## config.mk

```make
export PLATFORM = sky130hd
export DESIGN_NAME = ebus_port_ctl
export DESIGN_NICKNAME = d
export VERILOG_FILES = /design/src/rtl/ebus_pkg.sv /design/src/rtl/ebus_port_regs.sv /design/src/rtl/ebus_cycle_hold.sv /design/src/rtl/ebus_port_ctl.sv
export SDC_FILE = /design/constraint.sdc
export NUM_CORES = 1
export LEC_CHECK = 0
export BUFFER_PORTS_ARGS = -buffer_cell sky130_fd_sc_hd__clkbuf_2
export CORE_UTILIZATION = 36
export DETAILED_ROUTE_END_ITERATION = 8
export GPL_TIMING_DRIVEN = 0
export PLACE_DENSITY = 0.68
export RECOVER_POWER = 25
export SYNTH_ARGS = -nofsm -noshare
export SYNTH_HDL_FRONTEND = slang
export SYNTH_HIERARCHICAL = 1
export SYNTH_SLANG_ARGS = --single-unit
```

## constraint.sdc

```tcl
create_clock -name clk -period 1.6 [get_ports clk]
set_input_delay 0.16 -clock clk [delete_from_list [all_inputs] [get_ports clk]]
set_output_delay 0.16 -clock clk [all_outputs]
set_load 0.005 [all_outputs]
```

## src/rtl/ebus_pkg.sv

```systemverilog
package ebus_pkg;
    typedef enum logic [1:0] {
        MODE_SINGLE   = 2'b00,
        MODE_EXPANDED = 2'b01,
        MODE_BOOT     = 2'b10,
        MODE_TEST     = 2'b11
    } op_mode_e;

    // Bus-owning modes are exactly those with bit 0 set
    function automatic logic is_bus_mode(op_mode_e m);
        return (m == MODE_EXPANDED) || (m == MODE_TEST);
    endfunction
endpackage

```

## src/rtl/ebus_port_regs.sv

```systemverilog
module ebus_port_regs #(
    parameter int          AW         = 16,
    parameter int          DW         = 8,
    parameter logic [15:0] ADDR_DATAC = 16'h1003,
    parameter logic [15:0] ADDR_HIGHB = 16'h1004,
    parameter logic [15:0] ADDR_LOWF  = 16'h1005,
    parameter logic [15:0] ADDR_DIRC  = 16'h1007
) (
    input  logic          clk,
    input  logic          rst_n,
    input  logic          bus_mode,
    input  logic          cpu_valid,
    input  logic          cpu_rw,
    input  logic [AW-1:0] cpu_addr,
    input  logic [DW-1:0] cpu_wdata,
    input  logic [DW-1:0] pc_in,
    output logic [DW-1:0] rd_data,
    output logic [DW-1:0] highb,
    output logic [DW-1:0] lowf,
    output logic [DW-1:0] datac,
    output logic [DW-1:0] dirc
);
    typedef struct packed {
        logic [DW-1:0] highb;
        logic [DW-1:0] lowf;
        logic [DW-1:0] datac;
        logic [DW-1:0] dirc;
    } regs_t;

    regs_t r_d, r_q;
    logic  wr_local;

    always_comb begin
        r_d      = r_q;
        wr_local = cpu_valid && !cpu_rw && !bus_mode;
        if (wr_local) begin
            if (cpu_addr == AW'(ADDR_HIGHB)) r_d.highb = cpu_wdata;
            if (cpu_addr == AW'(ADDR_LOWF))  r_d.lowf  = cpu_wdata;
            if (cpu_addr == AW'(ADDR_DATAC)) r_d.datac = cpu_wdata;
            if (cpu_addr == AW'(ADDR_DIRC))  r_d.dirc  = cpu_wdata;
        end
        // read path: external bus in bus modes, local registers otherwise
        rd_data = '0;
        if (bus_mode) begin
            rd_data = pc_in;
        end else if (cpu_addr == AW'(ADDR_DATAC)) begin
            rd_data = (r_q.datac & r_q.dirc) | (pc_in & ~r_q.dirc);
        end else if (cpu_addr == AW'(ADDR_HIGHB)) begin
            rd_data = r_q.highb;
        end else if (cpu_addr == AW'(ADDR_LOWF)) begin
            rd_data = r_q.lowf;
        end else if (cpu_addr == AW'(ADDR_DIRC)) begin
            rd_data = r_q.dirc;
        end
    end

    always_ff @(posedge clk or negedge rst_n) begin
        if (!rst_n) r_q <= '0;
        else        r_q <= r_d;
    end

    assign highb = r_q.highb;
    assign lowf  = r_q.lowf;
    assign datac = r_q.datac;
    assign dirc  = r_q.dirc;
endmodule

```

## src/rtl/ebus_cycle_hold.sv

```systemverilog
module ebus_cycle_hold #(
    parameter int DW       = 8,
    parameter int HOLD_CYC = 1
) (
    input  logic          clk,
    input  logic          rst_n,
    input  logic          bus_mode,
    input  logic          e_clk,
    input  logic          cpu_rw,
    input  logic          wr_drive,
    input  logic [DW-1:0] cpu_wdata,
    output logic          hold_act,
    output logic          hold_rw,
    output logic          hold_drv,
    output logic [DW-1:0] hold_data
);
    localparam int CW = (HOLD_CYC < 2) ? 1 : $clog2(HOLD_CYC + 1);

    typedef struct packed {
        logic          e_prev;
        logic          rw;
        logic          drv;
        logic [DW-1:0] data;
        logic [CW-1:0] cnt;
    } hold_t;

    hold_t h_d, h_q;

    always_comb begin
        h_d        = h_q;
        h_d.e_prev = e_clk;
        if (e_clk) begin
            // capture the bus phase while E is high
            h_d.rw   = cpu_rw;
            h_d.drv  = wr_drive;
            h_d.data = cpu_wdata;
            h_d.cnt  = '0;
        end else if (h_q.e_prev) begin
            h_d.cnt = CW'(HOLD_CYC - 1);
        end else if (h_q.cnt != '0) begin
            h_d.cnt = h_q.cnt - 1'b1;
        end
        hold_act = bus_mode && !e_clk && (h_q.e_prev || (h_q.cnt != '0));
    end

    always_ff @(posedge clk or negedge rst_n) begin
        if (!rst_n) h_q <= '{e_prev: 1'b0, rw: 1'b1, drv: 1'b0, data: '0, cnt: '0};
        else        h_q <= h_d;
    end

    assign hold_rw   = h_q.rw;
    assign hold_drv  = h_q.drv;
    assign hold_data = h_q.data;
endmodule

```

## src/rtl/ebus_port_ctl.sv

```systemverilog
module ebus_port_ctl
    import ebus_pkg::*;
#(
    parameter int          AW         = 16,
    parameter int          DW         = 8,
    parameter int          HOLD_CYC   = 1,
    parameter logic [15:0] ADDR_DATAC = 16'h1003,
    parameter logic [15:0] ADDR_HIGHB = 16'h1004,
    parameter logic [15:0] ADDR_LOWF  = 16'h1005,
    parameter logic [15:0] ADDR_DIRC  = 16'h1007
) (
    input  logic          clk,
    input  logic          rst_n,
    input  logic [1:0]    mode_sel,
    input  logic          cpu_valid,
    input  logic          cpu_rw,
    input  logic [15:0]   cpu_addr,
    input  logic [7:0]    cpu_wdata,
    input  logic          e_clk,
    output logic [7:0]    cpu_rdata,
    output logic [7:0]    pb_out,
    output logic [7:0]    pf_out,
    input  logic [7:0]    pc_in,
    output logic [7:0]    pc_out,
    output logic [7:0]    pc_oe,
    output logic          rw_pin
);
    localparam int HW = AW / 2;

    logic          bus_mode;
    logic          wr_drive;
    logic [DW-1:0] rb_highb, rb_lowf, rb_datac, rb_dirc;
    logic          hold_act, hold_rw, hold_drv;
    logic [DW-1:0] hold_data;

    assign bus_mode = is_bus_mode(op_mode_e'(mode_sel));
    assign wr_drive = bus_mode && cpu_valid && !cpu_rw && e_clk;

    ebus_port_regs #(
        .AW(AW), .DW(DW),
        .ADDR_DATAC(ADDR_DATAC), .ADDR_HIGHB(ADDR_HIGHB),
        .ADDR_LOWF(ADDR_LOWF), .ADDR_DIRC(ADDR_DIRC)
    ) u_regs (
        .clk(clk), .rst_n(rst_n), .bus_mode(bus_mode),
        .cpu_valid(cpu_valid), .cpu_rw(cpu_rw), .cpu_addr(cpu_addr),
        .cpu_wdata(cpu_wdata), .pc_in(pc_in), .rd_data(cpu_rdata),
        .highb(rb_highb), .lowf(rb_lowf), .datac(rb_datac), .dirc(rb_dirc)
    );

    ebus_cycle_hold #(.DW(DW), .HOLD_CYC(HOLD_CYC)) u_hold (
        .clk(clk), .rst_n(rst_n), .bus_mode(bus_mode), .e_clk(e_clk),
        .cpu_rw(cpu_rw), .wr_drive(wr_drive), .cpu_wdata(cpu_wdata),
        .hold_act(hold_act), .hold_rw(hold_rw), .hold_drv(hold_drv),
        .hold_data(hold_data)
    );

    always_comb begin
        if (bus_mode) begin
            pb_out = cpu_addr[AW-1:HW];
            pf_out = cpu_addr[HW-1:0];
            if (hold_act) begin
                rw_pin = hold_rw;
                pc_out = hold_data;
                pc_oe  = {DW{hold_drv}};
            end else begin
                rw_pin = cpu_rw;
                pc_out = cpu_wdata;
                pc_oe  = {DW{wr_drive}};
            end
        end else begin
            pb_out = rb_highb;
            pf_out = rb_lowf;
            pc_out = rb_datac;
            pc_oe  = rb_dirc;
            rw_pin = 1'b1;
        end
    end
endmodule

```

==> results of run 1 <==
[flip-flops by register name, indices dropped and copies added, names as in the netlist]
register          flops
u_hold/hold_rw        1
u_hold/hold_drv       1
u_regs/datac          8
u_regs/dirc           8
u_hold/h_q            1
u_regs/lowf           8
u_regs/highb          8
u_hold/hold_data      8
[synth_stat cells (4+ instances only)]
cell      number  area (um^2)
buf_2          4         20.0
nand2_1       13         48.8
mux2_2        28          315
clkbuf_1       4         15.0
buf_6          5         56.3
o22ai_1        5         31.3
mux2_4        30          450
mux2i_1        9         90.1
inv_1          9         33.8
o221ai_1       8         70.1
a21oi_1       23          115
dfrtp_1       42         1050
nor2_1        23         86.3
buf_4          9         67.6
a22oi_1        5         37.5
o21ai_0        4         20.0
[worst paths after layout]
path / cells past startpoint / start / to
hold / removal: 1 / e_clk / u_hold/h_q[11]
setup / recovery: 7 / cpu_addr[14] / cpu_rdata[0]
hold reg to reg: 1 / u_hold/hold_data[0] / u_hold/hold_data[0]
max in group asynchronous: 1 / rst_n / u_regs/datac[7]
setup reg to reg: 1 / u_regs/dirc[6] / u_regs/dirc[6]
min in group asynchronous: 1 / rst_n / u_regs/dirc[7]
[logic make-up (layout without fill, tap and decap cells)]
| group | count (synthesis) | in the layout |
|---|---|---|
| DFF | 43 | 43 |
| and+or+nand+nor | 62 | 62 |
| AOI/OAI and AO/OA | 53 | 53 |
| muxes | 67 | 67 |
| buffers and inverters | 32 | 126 |
[final cells by class]
| cell class | instances | area (um^2) |
|---|---|---|
| Sequential cell | 43 | 1080 |
| Buffer | 20 | 200 |
| Clock buffer | 7 | 86.3 |
| Timing Repair Buffer | 88 | 526 |
| Fill cell | 687 | 3780 |
| Multi-Input combinational cell | 182 | 1890 |
| Tap cell | 102 | 128 |
| Clock inverter | 1 | 5.00 |
| Inverter | 10 | 37.5 |
[layer usage]
layer / vias up / routed length [um] / global-route usage
li1: 1139 / - / -
met1: 1165 / 3540 / 0.247
met2: 67 / 3890 / 0.330
met3: 9 / 328 / 0.0285
met4: 0 / 80 / 0.0476
met5: - / 0 / 0
[stage by stage]
stage | utilization | worst slack [ns]
after floorplan | - | -0.0408
after global placement | 0.440 | -0.519
after detailed placement | 0.440 | -0.599
after CTS | 0.486 | -0.309
after global routing | 0.511 | -0.324
final | 0.511 | -0.271
[repair_timing]
| action | CTS | global route |
|---|---|---|
| endpoints found under the setup margin | 32 | 56 |
| cloned | 0 | 1 |
| pin swaps | 17 | 26 |
| resized for setup | 35 | 69 |
| setup buffers | 5 | 5 |
[power groups by stage]
stage | Combinational, W | Sequential (W) | Clock [W]
finish | 0.000496 | 0.00112 | 0.000723
global route | 0.000540 | 0.00113 | 0.000763
CTS | 0.000494 | 0.00113 | 0.000736
detailed placement | 0.000448 | 0.00115 | 0
global placement | 0.000440 | 0.00115 | 0
floorplan | 0.000250 | 0.00114 | 0
==> summary.txt, run 1 <==
Synthesis
  • Ys Warns: 6
  • Syn Std Cell Area: between 2000 and 3000 um^2
  • Compound-Gate Fraction of Synth Area: 0.120
  • Synth Register Bits: 43
  • Synth cell types: 44
  • Synth Area in Simple Gates: 0.137
  • Cells after Synth: about 260
  • Post-Synth XOR/XNOR Area: 0
  • Synth Area in Adders: 0
  • Post-synth EDFFs: 0
  • Syn Nets: 296
  • Mux share of post-synthesis cell area: 0.298
  • Sequential area share after synthesis: 0.375
  • Avg Synthesized Cell Area: ~11 um^2
  • Largest family of logic cells by synthesized area: multiplexers
  • Main flop type after synthesis: dfrtp_1
  • Ys async rst share: 1.00

Outcome
  • Outcome: finished with violations
  • Failing checks: negative setup slack

Timing
  • Post-route clock skew: 0 ns
  • Relative slew slack: 0.259
  • Setup_tns: -1.83 ns
  • Fin Hold WS: 0.0566 ns
  • Final count of hold timing violations: 0
  • Unrepaired setup endpoints after global routing: true
  • Final worst slack: -0.271 ns
  • Fin crit period: 1.87 ns
  • Final setup vio count: 16
  • Worst-margin pin slew: 1.11 ns
  • Fin crit share: 1.17
  • Max Slew Vio Count: 0
  • Fmax: 0.535 GHz

Setup path
  • CP Data Required Time: about 1.4 ns
  • R2r setup slk: 0.74 ns
  • Critical path buffer and inverter count: 3
  • Slowest cell on crit path: or4_4
  • Setup crit end kind: output pin
  • Critical Setup Path Class: in2out
  • Crit path max fanout: 5
  • Setup crit start kind: primary input
  • Delay-heaviest family, CP: simple AND/OR/NAND/NOR gates
  • Cell Chain, Critical Path: buf_8 > or4_4 > nor4_4 > buf_6 > a21oi_4 > a21oi_2 > clkbuf_2
  • Max incr delay on CP: approximately 0.60 ns
  • Arrival time worst endpoint: 1.71 ns

CTS
  • Inserted Clock Buffers: 5
  • CTS H-tree lvls: 2
  • Clock Tree Root: clkbuf_8
  • Clock buffer depth: 2
  • CTS clk-pin slew, worst paths: 0.08 ns
  • CTS tree: done
  • Sink Count: 43
  • Worst-skew pair later-pin latency: 0.29 ns
  • Hold buffers post-CTS: 0

Detailed routing
  • Via density: about 5.3
  • Final wirelength: slightly below 8000 um
  • Post-route ant nets: 0
  • DR pass1 iterations: 4
  • Routed len/inst: roughly 17 um
  • DR vias: 2380
  • DRT iter0 DRCs: 103
  • DRC errors left: 0

Finish
  • Commonest cells after routing, fill and taps aside: clkbuf_2 (59), dfrtp_1 (42), mux2_2 (28)
  • Area Growth Syn to Fin: 37.6%
  • Design area: slightly below 4000 um^2
  • Ratio of cells with drive above 1 in the final layout: 0.627
  • Most common cell after layout, fill and taps aside: clkbuf_2
  • Antenna cells: 0
  • Fin cells: around 450
  • Final net count: 389

Power and ir drop
  • Peak VDD IR: 0.417 mV
  • Clock power frac: 0.309
  • Final Power: roughly 0.0023 W
  • Logic pwr share: 0.212
  • Switching part of the total: 0.272
  • PD cells: 594 nW/um^2
  • Pint: approximately 0.0017 W
  • LEAKAGE: roughly 1.9 nW
  • Part of the power in registers: 0.480
  • Psw: approximately 0.00064 W

Floorplanning
  • Die width: 91.3 um
  • IO Pins: 80
  • Row count: 32
  • Die area: 8330 um^2
  • CORE AREA: 7730 um^2
  • Initial Utilization: 0.371
  • Die H: 91.3 um

Placement
  • Placer Congestion: 0.879
  • DP Cell Count: 436
  • HPWL after DPL: 5580 um
  • IO Port Bufs: 77
  • DP Area: 3400 um^2

Global route
  • Pin count of the biggest net entering global routing: 44
  • All-Layer GR Usage: 0.190
  • Total gr overflow: 0
  • Initial antenna violation count: 0
  • First-pass GRT wire length: 12500 um
  • Vias in the first global route: 2435

Run
  • Max-cap violations: 0

Min path
  • Worst min-delay path class: in2reg
Note: power is estimated with default switching activity, not from simulation.
==> run 2, diff against run 1 <==
Settings changed: PLACE_DENSITY 0.68 to 0.65.
Clock period 1.6 ns to 1.8 ns, I/O delays scaled along.
==> summary.txt, run 2 (synthesis gave the netlist of run 1 again) <==
Outcome
  • Outcome: finished with violations
  • Failing checks: negative setup slack

Timing
  • Relative slew slack: 0.271 (+0.0114)
  • Max Slew Vio Count: 0 (unchanged)
  • Fin crit period: roughly 1.9 ns
  • Fmax: 0.516 GHz
  • Post-route clock skew: 0 ns (unchanged)
  • Final worst slack: -0.138 ns (+0.133 ns)
  • Setup_tns: -0.593 ns (+1.23 ns)
  • Unrepaired setup endpoints after global routing: true
  • Final setup vio count: 6 (-10)
  • Final count of hold timing violations: 0 (unchanged)
  • Fin crit share: 1.08
  • Worst-margin pin slew: 1.09 ns (-0.0171 ns)

Detailed routing
  • Via density: 5.19 (-1.3%)
  • Routed len/inst: 16.6 um (-4.1%)
  • DR pass1 iterations: 4 (unchanged)
  • Final wirelength: 7500 um (-4.4%)
  • DRC errors left: 0 (unchanged)
  • Post-route ant nets: 0 (unchanged)
  • DRT iter0 DRCs: 91 (-12%)
  • DR vias: 2344 (-1.5%)

Finish
  • Area Growth Syn to Fin: 29.3%
  • # fillers: 741 (+7.9%)
  • Ratio of cells with drive above 1 in the final layout: 0.580 (-0.0468)
  • Multi-input gate area: 1730 um^2 (-8.3%)
  • Most common cell after layout, fill and taps aside: clkbuf_2
  • Final net count: 388 (-0.26%)
  • Antenna cells: 0 (unchanged)
  • Commonest cells after routing, fill and taps aside: clkbuf_2 (68), dfrtp_1 (42), mux2_2 (28)
  • Design area: 3710 um^2 (-6.0%)
  • Fin util: 0.480 (-0.0308)
  • Reg area: 1080 um^2 (unchanged)

CTS
  • CTS tree: done
  • Worst-skew pair later-pin latency: 0.30 ns (about the same)
  • Hold buffers post-CTS: 0 (unchanged)
  • CTS clk-pin slew, worst paths: 0.09 ns (about the same)
  • Clock buffer depth: 2 (unchanged)
  • Sink Count: 43 (unchanged)
  • Clock Tree Root: clkbuf_8
  • Inserted Clock Buffers: 5 (unchanged)
  • CTS H-tree lvls: 2 (unchanged)

Global route
  • Pin count of the biggest net entering global routing: 44 (unchanged)
  • Total gr overflow: 0 (unchanged)
  • Initial antenna violation count: 0 (unchanged)
  • First-pass GRT wire length: 11900 um (-4.4%)
  • All-Layer GR Usage: 0.183 (-0.00748)
  • Vias in the first global route: 2322 (-4.6%)

Placement
  • IO Port Bufs: 77 (unchanged)
  • HPWL after DPL: 5660 um (+1.4%)
  • DP Area: 3380 um^2 (-0.55%)
  • Placer Congestion: 0.834 (-5.1%)

Floorplanning
  • IO Pins: 80 (unchanged)
  • Die width: 91.3 um (unchanged)
  • Initial Utilization: 0.371 (unchanged)
  • CORE AREA: 7730 um^2 (unchanged)
  • Row count: 32 (unchanged)
  • Die area: 8330 um^2 (unchanged)
  • Die H: 91.3 um (unchanged)

Run
  • Max-cap violations: 0 (unchanged)

Setup path
  • Setup crit end kind: output pin
  • Critical Setup Path Class: in2out
  • Max incr delay on CP: 0.57 ns (-0.03 ns)
  • Setup crit start kind: primary input
  • Crit path max fanout: 5 (unchanged)
  • Cell Chain, Critical Path: buf_8 > or4_4 > buf_6 > nor3_4 > a22oi_2 > a21oi_2 > buf_2
  • CP Data Required Time: 1.62 ns (+0.18 ns)
  • Arrival time worst endpoint: 1.76 ns (+0.05 ns)
  • Slowest cell on crit path: or4_4

Power and ir drop
  • PD cells: 556 nW/um^2 (-6.4%)
  • Peak VDD IR: 0.328 mV (-21%)
  • LEAKAGE: 1.81 nW (-2.5%)

Min path
  • Worst min-delay path class: in2async
run 2: cell count changes in the layout (fill, tap and decap cells not counted), moves of 3 or more:
cell / delta
buf_6: -4
o221ai_1: +4
a21oi_1: +3
buf_2: -8
clkbuf_2: +9
o221ai_4: -4
buf_4: +5
buf_12: -3
a21oi_4: -3
run 2: critical path, delay by kind of cell:
kind	cells	cell delay, ns
AOI/OAI and AO/OA	2	0.33
buffers and inverters	3	0.38
and+or+nand+nor	2	0.87
run 2: timing repair:
action                     4_1_cts  5_1_grt
resized for setup               14       42
setup buffers                    3        5
setup endpoints to repair       16       36
pin swaps                       10       13
cloned                           0        1
run 2: layer usage:
| layer | wire [um] | GRT usage | vias to the layer above | share of wire |
|---|---|---|---|---|
| met4 | 105 | 0.0437 | 0 | 0.014 |
| met3 | 358 | 0.0318 | 9 | 0.048 |
| li1 | - | - | 1126 | - |
| met1 | 3440 | 0.250 | 1126 | 0.46 |
| met2 | 3600 | 0.300 | 83 | 0.48 |
| met5 | 0 | 0 | - | 0 |
run 2: area by class of cell:
| cell class | count | area share |
|---|---|---|
| buffer | 21 | 0.0438 |
| clock buffer | 7 | 0.0233 |
| clock inverter | 1 | 0.00236 |
| inverter | 10 | 0.0101 |
| multi-input combinational | 182 | 0.466 |
| sequential | 43 | 0.290 |
| tap | 102 | 0.0344 |
| timing repair buffer | 86 | 0.129 |
run 2: path summary, 6_finish.rpt:
path	start	slack [ns]	endpoint	depth (start not counted)
worst max-delay path	cpu_addr[8]	-0.14	cpu_rdata[5]	7
worst min-delay path	rst_n	0.07	u_hold/hold_data[7]	1
worst max register to register	u_regs/dirc[4]	0.98	u_regs/dirc[4]	1
worst min register to register	u_hold/hold_data[7]	0.49	u_hold/hold_data[7]	1
max in group asynchronous	rst_n	1.06	u_regs/dirc[0]	1
min in group clk	e_clk	0.07	u_hold/h_q[11]	1
run 2: power by group:
group,internal [W],total [W],switching (W),leakage [nW]
clock,0.000315,0.000657,0.000342,0.0484
sequential,0.000989,0.000999,0.0000101,0.577
combinational,0.000198,0.000406,0.000208,1.18
run 2: stage by stage:
| step | std cells | power [W] | setup slack, ns | hold WS (ns) |
|---|---|---|---|---|
| after CTS | 446 | 0.00209 | -0.0767 | 0.0424 |
| after global placement | 436 | 0.00141 | -0.388 | 0.364 |
| after floorplan | 257 | 0.00124 | 0.0484 | -0.116 |
| after detailed placement | 436 | 0.00141 | -0.406 | 0.364 |
| after global routing | 452 | 0.00216 | -0.204 | 0.0532 |
| final | 452 | 0.00206 | -0.138 | 0.0676 |
